File: src/rtl/intv_pkg.sv
package intv_pkg;
  localparam int XLEN      = 32;
  localparam int TYPE_W    = 6;
  localparam int NUM_VEC   = 36;
  localparam int IVOR_BASE = 32;
  localparam int SPR_AW    = 7;
  localparam int OFF_LSB   = 4;

  typedef logic [TYPE_W-1:0] itype_t;

  // special-register numbers of the scalar registers
  localparam logic [SPR_AW-1:0] SPR_SAVE_PC  = 7'd0;
  localparam logic [SPR_AW-1:0] SPR_SAVE_ST  = 7'd1;
  localparam logic [SPR_AW-1:0] SPR_CSAVE_PC = 7'd2;
  localparam logic [SPR_AW-1:0] SPR_CSAVE_ST = 7'd3;
  localparam logic [SPR_AW-1:0] SPR_FADDR    = 7'd4;
  localparam logic [SPR_AW-1:0] SPR_SYND     = 7'd5;
  localparam logic [SPR_AW-1:0] SPR_VBASE    = 7'd6;

  function automatic logic vec_defined(itype_t t);
    return (t <= 6) || (t == 8) || (t >= 10 && t <= 15) || (t >= 32 && t <= 35);
  endfunction

  function automatic logic is_critical(itype_t t);
    return (t == 0) || (t == 12) || (t == 15);
  endfunction

  function automatic logic loads_syndrome(itype_t t);
    return t inside {6'd2, 6'd3, 6'd5, 6'd6, 6'd13, 6'd14, 6'd32, 6'd33, 6'd34};
  endfunction

  function automatic logic loads_fault_addr(itype_t t);
    return t inside {6'd2, 6'd5, 6'd13};
  endfunction

  function automatic logic [XLEN-1:0] handler_addr(logic [XLEN/2-1:0] prefix,
                                                   logic [XLEN/2-OFF_LSB-1:0] off);
    return {prefix, off, {OFF_LSB{1'b0}}};
  endfunction
endpackage

File: src/rtl/intv_save_pair.sv
module intv_save_pair
  import intv_pkg::*;
#(
  parameter int W = XLEN
) (
  input  logic         clk,
  input  logic         rst_n,
  input  logic         save,
  input  logic [W-1:0] save_pc,
  input  logic [W-1:0] save_msr,
  input  logic         wr_pc,
  input  logic         wr_msr,
  input  logic [W-1:0] wdata,
  output logic [W-1:0] pc_q,
  output logic [W-1:0] msr_q
);
  always_ff @(posedge clk) begin
    if (!rst_n) begin
      pc_q  <= '0;
      msr_q <= '0;
    end else if (save) begin
      pc_q  <= save_pc;
      msr_q <= save_msr;
    end else begin
      if (wr_pc)  pc_q  <= wdata;
      if (wr_msr) msr_q <= wdata;
    end
  end

  AST_PAIR_CAPTURE: assert property (@(posedge clk) disable iff (!rst_n)
    save |=> (pc_q == $past(save_pc)) && (msr_q == $past(save_msr)));
  AST_PAIR_IDLE: assert property (@(posedge clk) disable iff (!rst_n)
    (!save && !wr_pc && !wr_msr) |=> $stable(pc_q) && $stable(msr_q));
endmodule

File: src/rtl/intv_vector_table.sv
module intv_vector_table
  import intv_pkg::*;
#(
  parameter int W       = XLEN,
  parameter int TW      = TYPE_W,
  parameter int NV      = NUM_VEC,
  parameter int ALIGN_B = OFF_LSB
) (
  input  logic          clk,
  input  logic          rst_n,
  input  logic          base_we,
  input  logic          off_we,
  input  logic [TW-1:0] off_widx,
  input  logic [W-1:0]  wdata,
  input  logic [TW-1:0] hidx,
  input  logic [TW-1:0] ridx,
  output logic [W-1:0]  base_q,
  output logic [W-1:0]  handler,
  output logic [W-1:0]  off_rd
);
  localparam int HALF  = W / 2;
  localparam int OFF_W = HALF - ALIGN_B;

  logic [HALF-1:0]  prefix_q;
  logic [OFF_W-1:0] off_q [NV];
  logic [OFF_W-1:0] h_off, r_off;

  always_ff @(posedge clk) begin
    if (!rst_n)       prefix_q <= '0;
    else if (base_we) prefix_q <= wdata[W-1:HALF];
  end

  for (genvar g = 0; g < NV; g++) begin : g_off
    if (vec_defined(itype_t'(g))) begin : g_real
      always_ff @(posedge clk) begin
        if (!rst_n) off_q[g] <= '0;
        else if (off_we && off_widx == TW'(g)) off_q[g] <= wdata[HALF-1:ALIGN_B];
      end
    end else begin : g_hole
      assign off_q[g] = '0;
    end
  end

  assign h_off   = (int'(hidx) < NV) ? off_q[hidx] : '0;
  assign r_off   = (int'(ridx) < NV) ? off_q[ridx] : '0;
  assign base_q  = {prefix_q, {HALF{1'b0}}};
  assign handler = handler_addr(prefix_q, h_off);
  assign off_rd  = {{HALF{1'b0}}, r_off, {ALIGN_B{1'b0}}};

  AST_BASE_LOW_CLEAR: assert property (@(posedge clk) disable iff (!rst_n)
    base_we |=> base_q[HALF-1:0] == '0);
  AST_BASE_TAKES_WRITE: assert property (@(posedge clk) disable iff (!rst_n)
    base_we |=> base_q[W-1:HALF] == $past(wdata[W-1:HALF]));
endmodule

File: src/rtl/intr_vector_unit.sv
module intr_vector_unit
  import intv_pkg::*;
#(
  parameter int W  = XLEN,
  parameter int TW = TYPE_W,
  parameter int NV = NUM_VEC,
  parameter int AW = SPR_AW,
  parameter int VB = IVOR_BASE
) (
  input  logic          clk,
  input  logic          rst_n,
  input  logic          irq_req,
  input  logic [TW-1:0] irq_type,
  input  logic          cirq_req,
  input  logic [TW-1:0] cirq_type,
  input  logic [W-1:0]  cur_pc,
  input  logic [W-1:0]  cur_msr,
  input  logic [W-1:0]  fault_addr,
  input  logic [W-1:0]  syn_bits,
  input  logic          rfi,
  input  logic          rfci,
  input  logic          spr_we,
  input  logic [AW-1:0] spr_addr,
  input  logic [W-1:0]  spr_wdata,
  output logic [W-1:0]  spr_rdata,
  output logic          irq_ack,
  output logic          cirq_ack,
  output logic          redirect_valid,
  output logic [W-1:0]  redirect_pc,
  output logic          msr_restore_valid,
  output logic [W-1:0]  msr_restore
);
  // named internal events
  logic          take_crit, take_nc, take_any, ret_crit, ret_nc;
  logic [TW-1:0] take_type;
  logic          vec_sel;
  logic [TW-1:0] vec_idx;
  logic [W-1:0]  pair_pc [2];
  logic [W-1:0]  pair_st [2];
  logic [W-1:0]  synd_q, faddr_q, base_q, handler, off_rd;

  assign take_crit = cirq_req;
  assign take_nc   = irq_req && !cirq_req;
  assign take_any  = take_crit || take_nc;
  assign take_type = take_crit ? cirq_type : irq_type;
  assign ret_crit  = !take_any && rfci;
  assign ret_nc    = !take_any && rfi && !rfci;

  assign vec_sel = (int'(spr_addr) >= VB) && (int'(spr_addr) < VB + NV);
  assign vec_idx = TW'(int'(spr_addr) - VB);

  // pair 0 noncritical, pair 1 critical
  for (genvar g = 0; g < 2; g++) begin : g_pair
    intv_save_pair #(.W(W)) u_pair (
      .clk     (clk),
      .rst_n   (rst_n),
      .save    ((g == 1) ? take_crit : take_nc),
      .save_pc (cur_pc),
      .save_msr(cur_msr),
      .wr_pc   (spr_we && spr_addr == AW'(2 * g)),
      .wr_msr  (spr_we && spr_addr == AW'(2 * g + 1)),
      .wdata   (spr_wdata),
      .pc_q    (pair_pc[g]),
      .msr_q   (pair_st[g])
    );
  end

  intv_vector_table #(.W(W), .TW(TW), .NV(NV), .ALIGN_B(OFF_LSB)) u_vec (
    .clk     (clk),
    .rst_n   (rst_n),
    .base_we (spr_we && spr_addr == SPR_VBASE),
    .off_we  (spr_we && vec_sel),
    .off_widx(vec_idx),
    .wdata   (spr_wdata),
    .hidx    (take_type),
    .ridx    (vec_idx),
    .base_q  (base_q),
    .handler (handler),
    .off_rd  (off_rd)
  );

  always_ff @(posedge clk) begin
    if (!rst_n) begin
      synd_q  <= '0;
      faddr_q <= '0;
    end else begin
      if (take_any && loads_syndrome(take_type)) synd_q <= syn_bits;
      else if (spr_we && spr_addr == SPR_SYND)   synd_q <= spr_wdata;
      if (take_any && loads_fault_addr(take_type)) faddr_q <= fault_addr;
      else if (spr_we && spr_addr == SPR_FADDR)    faddr_q <= spr_wdata;
    end
  end

  always_comb begin
    if (vec_sel) spr_rdata = off_rd;
    else begin
      case (spr_addr)
        SPR_SAVE_PC:  spr_rdata = pair_pc[0];
        SPR_SAVE_ST:  spr_rdata = pair_st[0];
        SPR_CSAVE_PC: spr_rdata = pair_pc[1];
        SPR_CSAVE_ST: spr_rdata = pair_st[1];
        SPR_FADDR:    spr_rdata = faddr_q;
        SPR_SYND:     spr_rdata = synd_q;
        SPR_VBASE:    spr_rdata = base_q;
        default:      spr_rdata = '0;
      endcase
    end
  end

  assign irq_ack           = take_nc;
  assign cirq_ack          = take_crit;
  assign redirect_valid    = take_any || ret_crit || ret_nc;
  assign redirect_pc       = take_any ? handler : (ret_crit ? pair_pc[1] : pair_pc[0]);
  assign msr_restore_valid = ret_crit || ret_nc;
  assign msr_restore       = ret_crit ? pair_st[1] : pair_st[0];

  AST_ONE_GRANT: assert property (@(posedge clk) disable iff (!rst_n)
    $onehot0({irq_ack, cirq_ack}));
  AST_LANE_CLASS: assert property (@(posedge clk) disable iff (!rst_n)
    cirq_req |-> is_critical(cirq_type));
  AST_CRIT_SPARES_NC: assert property (@(posedge clk) disable iff (!rst_n)
    (cirq_ack && !(spr_we && spr_addr < AW'(2))) |=> $stable(pair_pc[0]) && $stable(pair_st[0]));
  AST_SYND_HOLD: assert property (@(posedge clk) disable iff (!rst_n)
    (take_any && !loads_syndrome(take_type) && !(spr_we && spr_addr == SPR_SYND)) |=> $stable(synd_q));
  AST_FADDR_HOLD: assert property (@(posedge clk) disable iff (!rst_n)
    (take_any && !loads_fault_addr(take_type) && !(spr_we && spr_addr == SPR_FADDR)) |=> $stable(faddr_q));
  AST_GRANT_NO_RESTORE: assert property (@(posedge clk) disable iff (!rst_n)
    (irq_ack || cirq_ack) |-> redirect_valid && !msr_restore_valid);
  AST_HANDLER_ALIGNED: assert property (@(posedge clk) disable iff (!rst_n)
    (irq_ack || cirq_ack) |-> redirect_pc[OFF_LSB-1:0] == '0);
endmodule

File: config.mk
export PLATFORM = sky130hd
export DESIGN_NAME = intr_vector_unit
export DESIGN_NICKNAME = d
export VERILOG_FILES = /design/src/rtl/intv_pkg.sv /design/src/rtl/intv_save_pair.sv /design/src/rtl/intv_vector_table.sv /design/src/rtl/intr_vector_unit.sv
export SDC_FILE = /design/constraint.sdc
export NUM_CORES = 1
export LEC_CHECK = 0
export ABC_AREA = 1
export BUFFER_PORTS_ARGS = -buffer_cell sky130_fd_sc_hd__clkbuf_2
export CAP_MARGIN = 25
export CORE_MARGIN = 10
export CORE_UTILIZATION = 25
export DETAILED_ROUTE_END_ITERATION = 16
export SYNTH_ARGS = -nofsm -noshare
export SYNTH_HDL_FRONTEND = slang
export SYNTH_HIERARCHICAL = 1
export SYNTH_SLANG_ARGS = --single-unit
File: constraint.sdc
create_clock -name clk -period 2.4 [get_ports clk]
set_clock_uncertainty 0.2 [all_clocks]
set_input_delay 0.24 -clock clk [delete_from_list [all_inputs] [get_ports clk]]
set_output_delay 0.24 -clock clk [all_outputs]
set_load 0.05 [all_outputs]
Word-level counts from Yosys, hierarchy flattened
Index checks and enable logic that the tools add are counted.

Register bits after elaboration: 424. Output and inout port bits: 100. Word-level logic and storage cells: 142.

Add/subtract/negate cells: 1. Magnitude comparators: 6. Equal/unequal tests: 32. Muxes and demuxes: 26. Bitwise gates (word level): 2. Reductions and logical operators: 50.

Operators by type and width (count): two-way mux 32 bit (16); case mux 32 bit (7 select lines) (1); binary-select mux 12 bit (select 6 bit) (2); two-way mux 12 bit (6); equality test 6 x 4 -> 1 bit, second input constant (9); equality test 6 bit, second input constant (7); logical AND 1 bit (33); equality test 6 x 3 -> 1 bit, second input constant (5); equality test 6 x 2 -> 1 bit, second input constant (4); equality test 7 x 3 -> 1 bit, second input constant (3); equality test 7 x 2 -> 1 bit, second input constant (2); >= comparator 7 bit, second input constant (2); NOT 6 -> 7 bit (2); less-than comparator 6 bit, second input constant (2); nonzero test 2 bit (6); nonzero test 9 bit (1); equality test 7 x 1 -> 1 bit, second input constant (1); >= comparator 7 x 6 -> 1 bit, second input constant (1); zero test 7 bit (1); less-than comparator 7 bit, second input constant (1); equality test 6 x 1 -> 1 bit, second input constant (1); zero test 6 bit (1); two-way mux 6 bit (1); subtractor 6 bit, second input constant (1); other kinds (3) (8).

Longest topological paths before layout
Gate-level depths: netlist of the first run.

Word-level depth: 7. Depth in mapped cells: 16.

Hierarchy
Netlist of the first run, hierarchy kept.

Modules (own cells, without submodules): intv_vector_table (times used 1, cells an instance 2060, area an instance 13000.0 um2, sequential area each 4644.5 um2); intr_vector_unit (times used 1, cells an instance 1278, area an instance 6700.2 um2, sequential area each 1281.2 um2); intv_save_pair (times used 2, cells an instance 485, area an instance 3039.2 um2, sequential area each 1281.2 um2).

Least setup slack after synthesis of the first run
No wires, ideal clock.

Kind: input -> output. Start point: input port cirq_req. End point: output port msr_restore[15]. Data arrival time: 2132 ps. Required time: 1960 ps. Slack: -172 ps. Stages on the path: 7. Path buffers: 2. Cell sequence: buf_6 nor2_1 inv_2 nor2_2 inv_2 clkbuf_1 o21ai_0.

Longest elaborated chain between the ends: 6.

RTL lines: start: declaration (RTL line intr_vector_unit.sv:14) `input logic cirq_req,`; zero test 1 bit (RTL line intr_vector_unit.sv:43) `assign take_nc = irq_req && !cirq_req;`; logical AND 1 bit (RTL line intr_vector_unit.sv:43); logical OR 1 bit * (RTL line intr_vector_unit.sv:44) `assign take_any = take_crit || take_nc;`; zero test 1 bit * (RTL line intr_vector_unit.sv:46) `assign ret_crit = !take_any && rfci;`; logical AND 1 bit * (RTL line intr_vector_unit.sv:46); two-way mux 32 bit * (RTL line intr_vector_unit.sv:115) `assign msr_restore = ret_crit ? pair_st[1] : pair_st[0];`; end: declaration (RTL line intr_vector_unit.sv:31) `output logic [W-1:0] msr_restore`.

Every way passes the cells marked *; elsewhere a longest branch is shown, timed or not.

Final worst setup path of the first run
Start point: register u_vec/off_q[403] (netlist name). End point: output port spr_rdata[11].

Longest elaborated chain between the ends: 5.

RTL lines: start: declaration (RTL line intv_vector_table.sv:25) `logic [OFF_W-1:0] off_q [NV];`; start signal: indexed assignment (RTL line intv_vector_table.sv:37) `else if (off_we && off_widx == TW'(g)) off_q[g] <= wdata[HALF-1:ALIGN_B];`; binary-select mux 12 bit (select 6 bit) (RTL line intv_vector_table.sv:45) `assign r_off = (int'(ridx) < NV) ? off_q[ridx] : '0;`; two-way mux 12 bit (not written as such) (2 in a row) (RTL line intv_vector_table.sv:45); two-way mux 12 bit (RTL line intv_vector_table.sv:45); named net off_rd[11] (RTL line intr_vector_unit.sv:40) `logic [W-1:0] synd_q, faddr_q, base_q, handler, off_rd;`; two-way mux 32 bit (RTL line intr_vector_unit.sv:95) `if (vec_sel) spr_rdata = off_rd;`; end: declaration (RTL line intr_vector_unit.sv:25) `output logic [W-1:0] spr_rdata,`.

The timed path passes the listed nets, and every way through them passes these cells. The select of a mux whose other input is x is not followed.

==> out/qor.yml, run 1 <==
synthesis:
  netlist_area_um2: 25800
  synth-seq-cells: 424
  async_flop_share: 0
  netlist.area_leader.share: 0.329
  ys_warn_count: 6
  synth_cells: 4308
  yosysUniqueCellTypes: 36
  syn_avg_cell_area_um2: 5.98
  yosys.area.top_type: "dfxtp_1"
  synthFlopType: "dfxtp_1"
  yosysSeqAreaShare: 0.329
  synth_edf_count: 0
  synth_area_leaders: "dfxtp_1 (33%), nand2_1 (17%), nand3_1 (14%)"
layout:
  fin_area_um2: 38100
  layout_common_cells: "nand2_1 (1,047), nand3_1 (576), inv_1 (410)"
  final_util: 0.374
  regArea_um2: 8530
  fill_cells: 10700
  drive_above_1_share: 0.256
  multiInputGateArea_um2: 15400
  nets: 5069
  area_growth_pct: 47.9
  mostFrequentLayoutCell: "nand2_1"
detailed_routing:
  vias_per_cell: 5.05
  drcViolationCount: 0
  first_iter_violations: 4392
  routed_wl_um: 133000
  firstDrtPassIters: 9
  ant_nets: 0
  wire_per_inst_um: 21.1
  via_count: 31800
floorplanning:
  die_w_um: 341
  die-area_um2: 116000
  coreArea_um2: 102000
  start_util: 0.253
  row_count: 117
  io_pins: 286
  die_h_um: 341
placed_design:
  pre_cts_ws_ps: -312
  place_area_um2: 32000
  port_buffers: 285
  dp_hpwl_um: 93700
  gp_congestion: 0.968
clock_tree:
  path_clk_slew_ps: 60
  cts.sinks: 424
  clock_latency_ps: 600
  ctsHtreeMaxLevel: 2
  cts_tree: "yes"
  numCtsBuffers: 49
  clock_path_buffers: 3
  cts_root_buf: "clkbuf_16"
power_and_ir_drop:
  ir_drop_mv: 0.477
  combPwrFrac: 0.230
  p_clk_frac: 0.408
  swShare: 0.315
  p_int_w: 0.0139
  power.density_nw_per_um2: 533
  p_total_w: 0.0203
  p_leak_nw: 17.7
  p_sw_w: 0.00639
  seqPwrFrac: 0.363
global_routing:
  grt_pass1_wl_um: 191000
  grt_start_max_net_pins: 97
  grt-ovfl-total: 0
  grt_usage: 0.212
  antenna_found_initial: 11
  grt_pass1_vias: 29200
critical_path:
  critPathMaxFanout: 3
  cp_data_arrival_time_ps: 2220
  cp.required_ps: 1960
  endpoint_kind: "primary output"
  reg2reg_slack_ps: 920
  critPathKind: "reg -> out"
  critPathLaunchType: "register"
timing:
  slew_headroom: 0.440
  final.setup.worst_slack_ps: -261
  period_needed_ps: 2660
  slew_violations: 0
  timing.final.crit_share: 1.11
  setup_violations: 23
  hold_violations: 1
  clock.fmax_ghz: 0.376
  finalHoldWorstSlack_ps: -0.0215
  rsz0062_at_grt: "yes"
  worstMarginPinSlew_ps: 840
run_status:
  violations: "negative hold slack, negative setup slack"
  outcome: "complete, but fails checks"
min_path:
  hold_path_class: "in -> reg"
job:
  cap_violations: 0
==> power by group through the flow <==
stage | sequential, W | clock [W] | combinational (W)
2_1_floorplan | 0.00746 | 0 | 0.00200
3_3_place_gp | 0.00751 | 0 | 0.00377
3_5_place_dp | 0.00751 | 0 | 0.00378
4_1_cts | 0.00736 | 0.00833 | 0.00431
5_1_grt | 0.00738 | 0.00862 | 0.00492
6_report | 0.00737 | 0.00828 | 0.00467
==> synthesized netlist by cell type, types with 14 or more instances <==
| master | count |
|---|---|
| buf_4 | 77 |
| a21oi_1 | 273 |
| o211ai_1 | 18 |
| o21ai_1 | 36 |
| dfxtp_1 | 424 |
| nor2_1 | 337 |
| buf_1 | 19 |
| nand2_1 | 1171 |
| inv_2 | 14 |
| o22ai_1 | 20 |
| nand3_1 | 714 |
| buf_2 | 120 |
| a32o_1 | 15 |
| inv_1 | 494 |
| a31oi_1 | 14 |
| clkbuf_1 | 147 |
| o21ai_0 | 344 |
==> area by class of cell <==
| class | count | area share |
|---|---|---|
| Multi-Input combinational cell | 3038 | 0.404 |
| Timing Repair Buffer | 859 | 0.231 |
| Sequential cell | 424 | 0.224 |
| Inverter | 511 | 0.0509 |
| Tap cell | 1368 | 0.0449 |
| Clock buffer | 67 | 0.0369 |
| Clock inverter | 22 | 0.00814 |
| Antenna cell | 6 | 0.000394 |
==> per-layer routing <==
layer	wire length, um	vias to the layer above	share of wire	global-route usage
li1	-	14900	-	-
met1	55500	14800	0.42	0.288
met2	57800	1806	0.44	0.327
met3	13100	313	0.099	0.0412
met4	6090	6	0.046	0.0865
met5	32	-	0.00024	0
==> what timing repair did <==
action | 4_1_cts | 5_1_grt
endpoints found under the setup margin | 44 | 79
hold endpoints to repair | 235 | 0
resized for setup | 260 | 346
pin swaps | 97 | 154
hold buffers | 181 | 0
setup buffers | 25 | 20
cloned | 6 | 7
==> worst max-delay path, cell delays in order, from the launching register on <==
cell,delay (ps)
dfxtp_2,330
o211ai_1,170
nand2_1,100
nor2_2,160
nor2_4,80
nand2_4,80
nand2_2,50
nand2_2,100
nand4_1,280
buf_12,260
==> stage by stage <==
| stage | TNS [ps] | cells |
|---|---|---|
| final | -2020 | 6295 |
| after global placement | -24910 | 5968 |
| after floorplan | -1030 | 4347 |
| after detailed placement | -27520 | 5968 |
| after CTS | -2780 | 6265 |
| after global routing | -3600 | 6292 |
==> worst paths after layout <==
kind / start / depth (start not counted) / endpoint
setup / recovery: u_vec/off_q[403] / 9 / spr_rdata[11]
hold / removal: syn_bits[13] / 5 / synd_q[13]
setup reg to reg: g_pair[0].u_pair/msr_q[28] / 5 / g_pair[0].u_pair/msr_q[28]
hold reg to reg: u_vec/off_q[412] / 2 / u_vec/off_q[412]
==> cells by family (layout without fill, tap and decap cells) <==
logic type	after synthesis	count (layout)	share of synthesized area
compound gates	740	740	0.153
buf+inv	885	1459	0.149
other cells	1	46	0.000145
flops	424	424	0.329
simple gates	2258	2258	0.369
==> state kept, by name (all words and copies together), names as in the netlist <==
name                 count
synd_q                  32
g_pair.u_pair/pc_q      64
faddr_q                 32
u_vec/prefix_q          16
u_vec/off_q            216
g_pair.u_pair/msr_q     64
No activity file was read; power rests on OpenSTA's default activity.
==> run 2: changes to the inputs <==
- CORE_ASPECT_RATIO: unset -> 1.75
==> out/qor.yml, run 2 (synthesis gave the netlist of run 1 again) <==
detailed_routing:
  ant_nets: 0
  routed_wl_um: 142000
  drcViolationCount: 0
  via_count: 32100
  firstDrtPassIters: 9
  vias_per_cell: 5.14
  first_iter_violations: 3445
  wire_per_inst_um: 22.7
power_and_ir_drop:
  p_leak_nw: 17.4
  power.density_nw_per_um2: 530
  ir_drop_mv: 0.426
run_status:
  violations: "negative setup slack"
  outcome: "complete, but fails checks"
floorplanning:
  coreArea_um2: 102000
  die_w_um: 263
  io_pins: 286
  start_util: 0.252
  die-area_um2: 117000
  row_count: 155
  die_h_um: 445
global_routing:
  grt_start_max_net_pins: 71
  grt_util_met3: 0.0419
  grt_pass1_wl_um: 200000
  grt_pass1_vias: 30000
  grt.busiest_layer: "met2"
  grt_usage: 0.227
  grt-ovfl-total: 0
  grtUsageMet1: 0.241
  antenna_found_initial: 7
  use_met2: 0.391
timing:
  rsz0062_at_grt: "yes"
  final.setup.worst_slack_ps: -206
  slew_violations: 0
  period_needed_ps: 2610
  timing.final.crit_share: 1.09
  worstMarginPinSlew_ps: 1250
  setup_violations: 21
  setup_tns_ps: -2290
  hold_violations: 0
  slew_headroom: 0.167
  clock.fmax_ghz: 0.384
critical_path:
  critPathLaunchType: "register"
  critPathKind: "reg -> out"
  rr_worst_depth: 5
  cp_data_arrival_time_ps: 2170
  critPathMaxFanout: 3
  cp.required_ps: 1960
  endpoint_kind: "primary output"
  r2r-end: "g_pair[0].u_pair/pc_q[1]"
  reg2reg_slack_ps: 880
  rr_startpoint: "g_pair[0].u_pair/pc_q[1]"
clock_tree:
  cts_tree: "yes"
  numCtsBuffers: 45
  clock_latency_ps: 610
  cts.sinks: 424
  ctsHtreeMaxLevel: 2
  path_clk_slew_ps: 70
  clock_path_buffers: 3
  cts_root_buf: "clkbuf_16"
min_path:
  hold_end: "g_pair[1].u_pair/msr_q[2]"
  hp-start: "spr_wdata[2]"
  holdPathStages: 5
  hold_path_class: "in -> reg"
layout:
  largest-register: "u_vec/off_q"
  final_util: 0.364
  largest_reg_flops: 216
  nets: 5054
  drive_above_1_share: 0.239
  area_growth_pct: 44.4
  layout_common_cells: "nand2_1 (1,085), nand3_1 (629), inv_1 (394)"
  top_regs: "u_vec/off_q (216), g_pair.u_pair/msr_q (64), g_pair.u_pair/pc_q (64)"
  fin_area_um2: 37200
  mostFrequentLayoutCell: "nand2_1"
job:
  cap_violations: 0
placed_design:
  place_area_um2: 32000
  dp_hpwl_um: 104000
  port_buffers: 285
  gp_congestion: 1.01
run 2: layer usage:
| metal | part of all wire | vias to the layer above |
|---|---|---|
| met5 | 0.000077 | - |
| met4 | 0.097 | 2 |
| met3 | 0.081 | 585 |
| met2 | 0.48 | 1893 |
| met1 | 0.35 | 14800 |
| li1 | - | 14900 |
run 2: where the power goes:
group	switching, W	internal (W)	total [W]	leakage, nW
Combinational	0.00277	0.00178	0.00454	13.1
Sequential	0.000167	0.00722	0.00739	3.46
Clock	0.00331	0.00448	0.00779	0.777
run 2: how the worst max path moves through the flow:
stage,from,to,slack [ps],depth (start not counted)
final,u_vec/off_q[247],spr_rdata[11],-210,9
after global routing,u_vec/off_q[393],spr_rdata[13],-270,11
after CTS,u_vec/off_q[425],spr_rdata[9],-210,9
after detailed placement,cirq_req,redirect_pc[12],-400,15
after global placement,cirq_req,redirect_pc[12],-400,15
after floorplan,cirq_req,msr_restore[15],-170,7
run 2: critical path, cell delays in order, from the launching register on:
cell and delay, ps:
dfxtp_2 310, inv_2 90, nand3_1 90, nand3_2 90
nand3_2 140, nand2_2 130, nand2_2 60, nand2_2 80
nand4_1 270, buf_12 250
run 2: per-stage QoR:
stage	std cells	hold slack (ps)	total power, W	worst slack [ps]
2_1_floorplan	4347	175	0.00946	-172
3_3_place_gp	5940	249	0.0113	-396
3_5_place_dp	5940	254	0.0114	-396
4_1_cts	6214	1.53	0.0195	-214
5_1_grt	6240	15.4	0.0203	-273
6_report	6242	24.3	0.0197	-206
run 2: cell type report:
| cell class | instances | area [um2] |
|---|---|---|
| Antenna cell | 4 | 10.0 |
| Clock buffer | 61 | 1310 |
| Clock inverter | 22 | 285 |
| Fill cell | 10700 | 65000 |
| Inverter | 511 | 1960 |
| Multi-Input combinational cell | 3039 | 14800 |
| Sequential cell | 424 | 8540 |
| Tap cell | 1334 | 1670 |
| Timing Repair Buffer | 847 | 8680 |
run 2: what timing repair did:
item	CTS	global route
cloned	6	8
pin swaps	60	112
resized for setup	258	235
endpoints found under the setup margin	66	66
buffers inserted	16	21
hold buffers	170	0
endpoints found under the hold margin	239	0
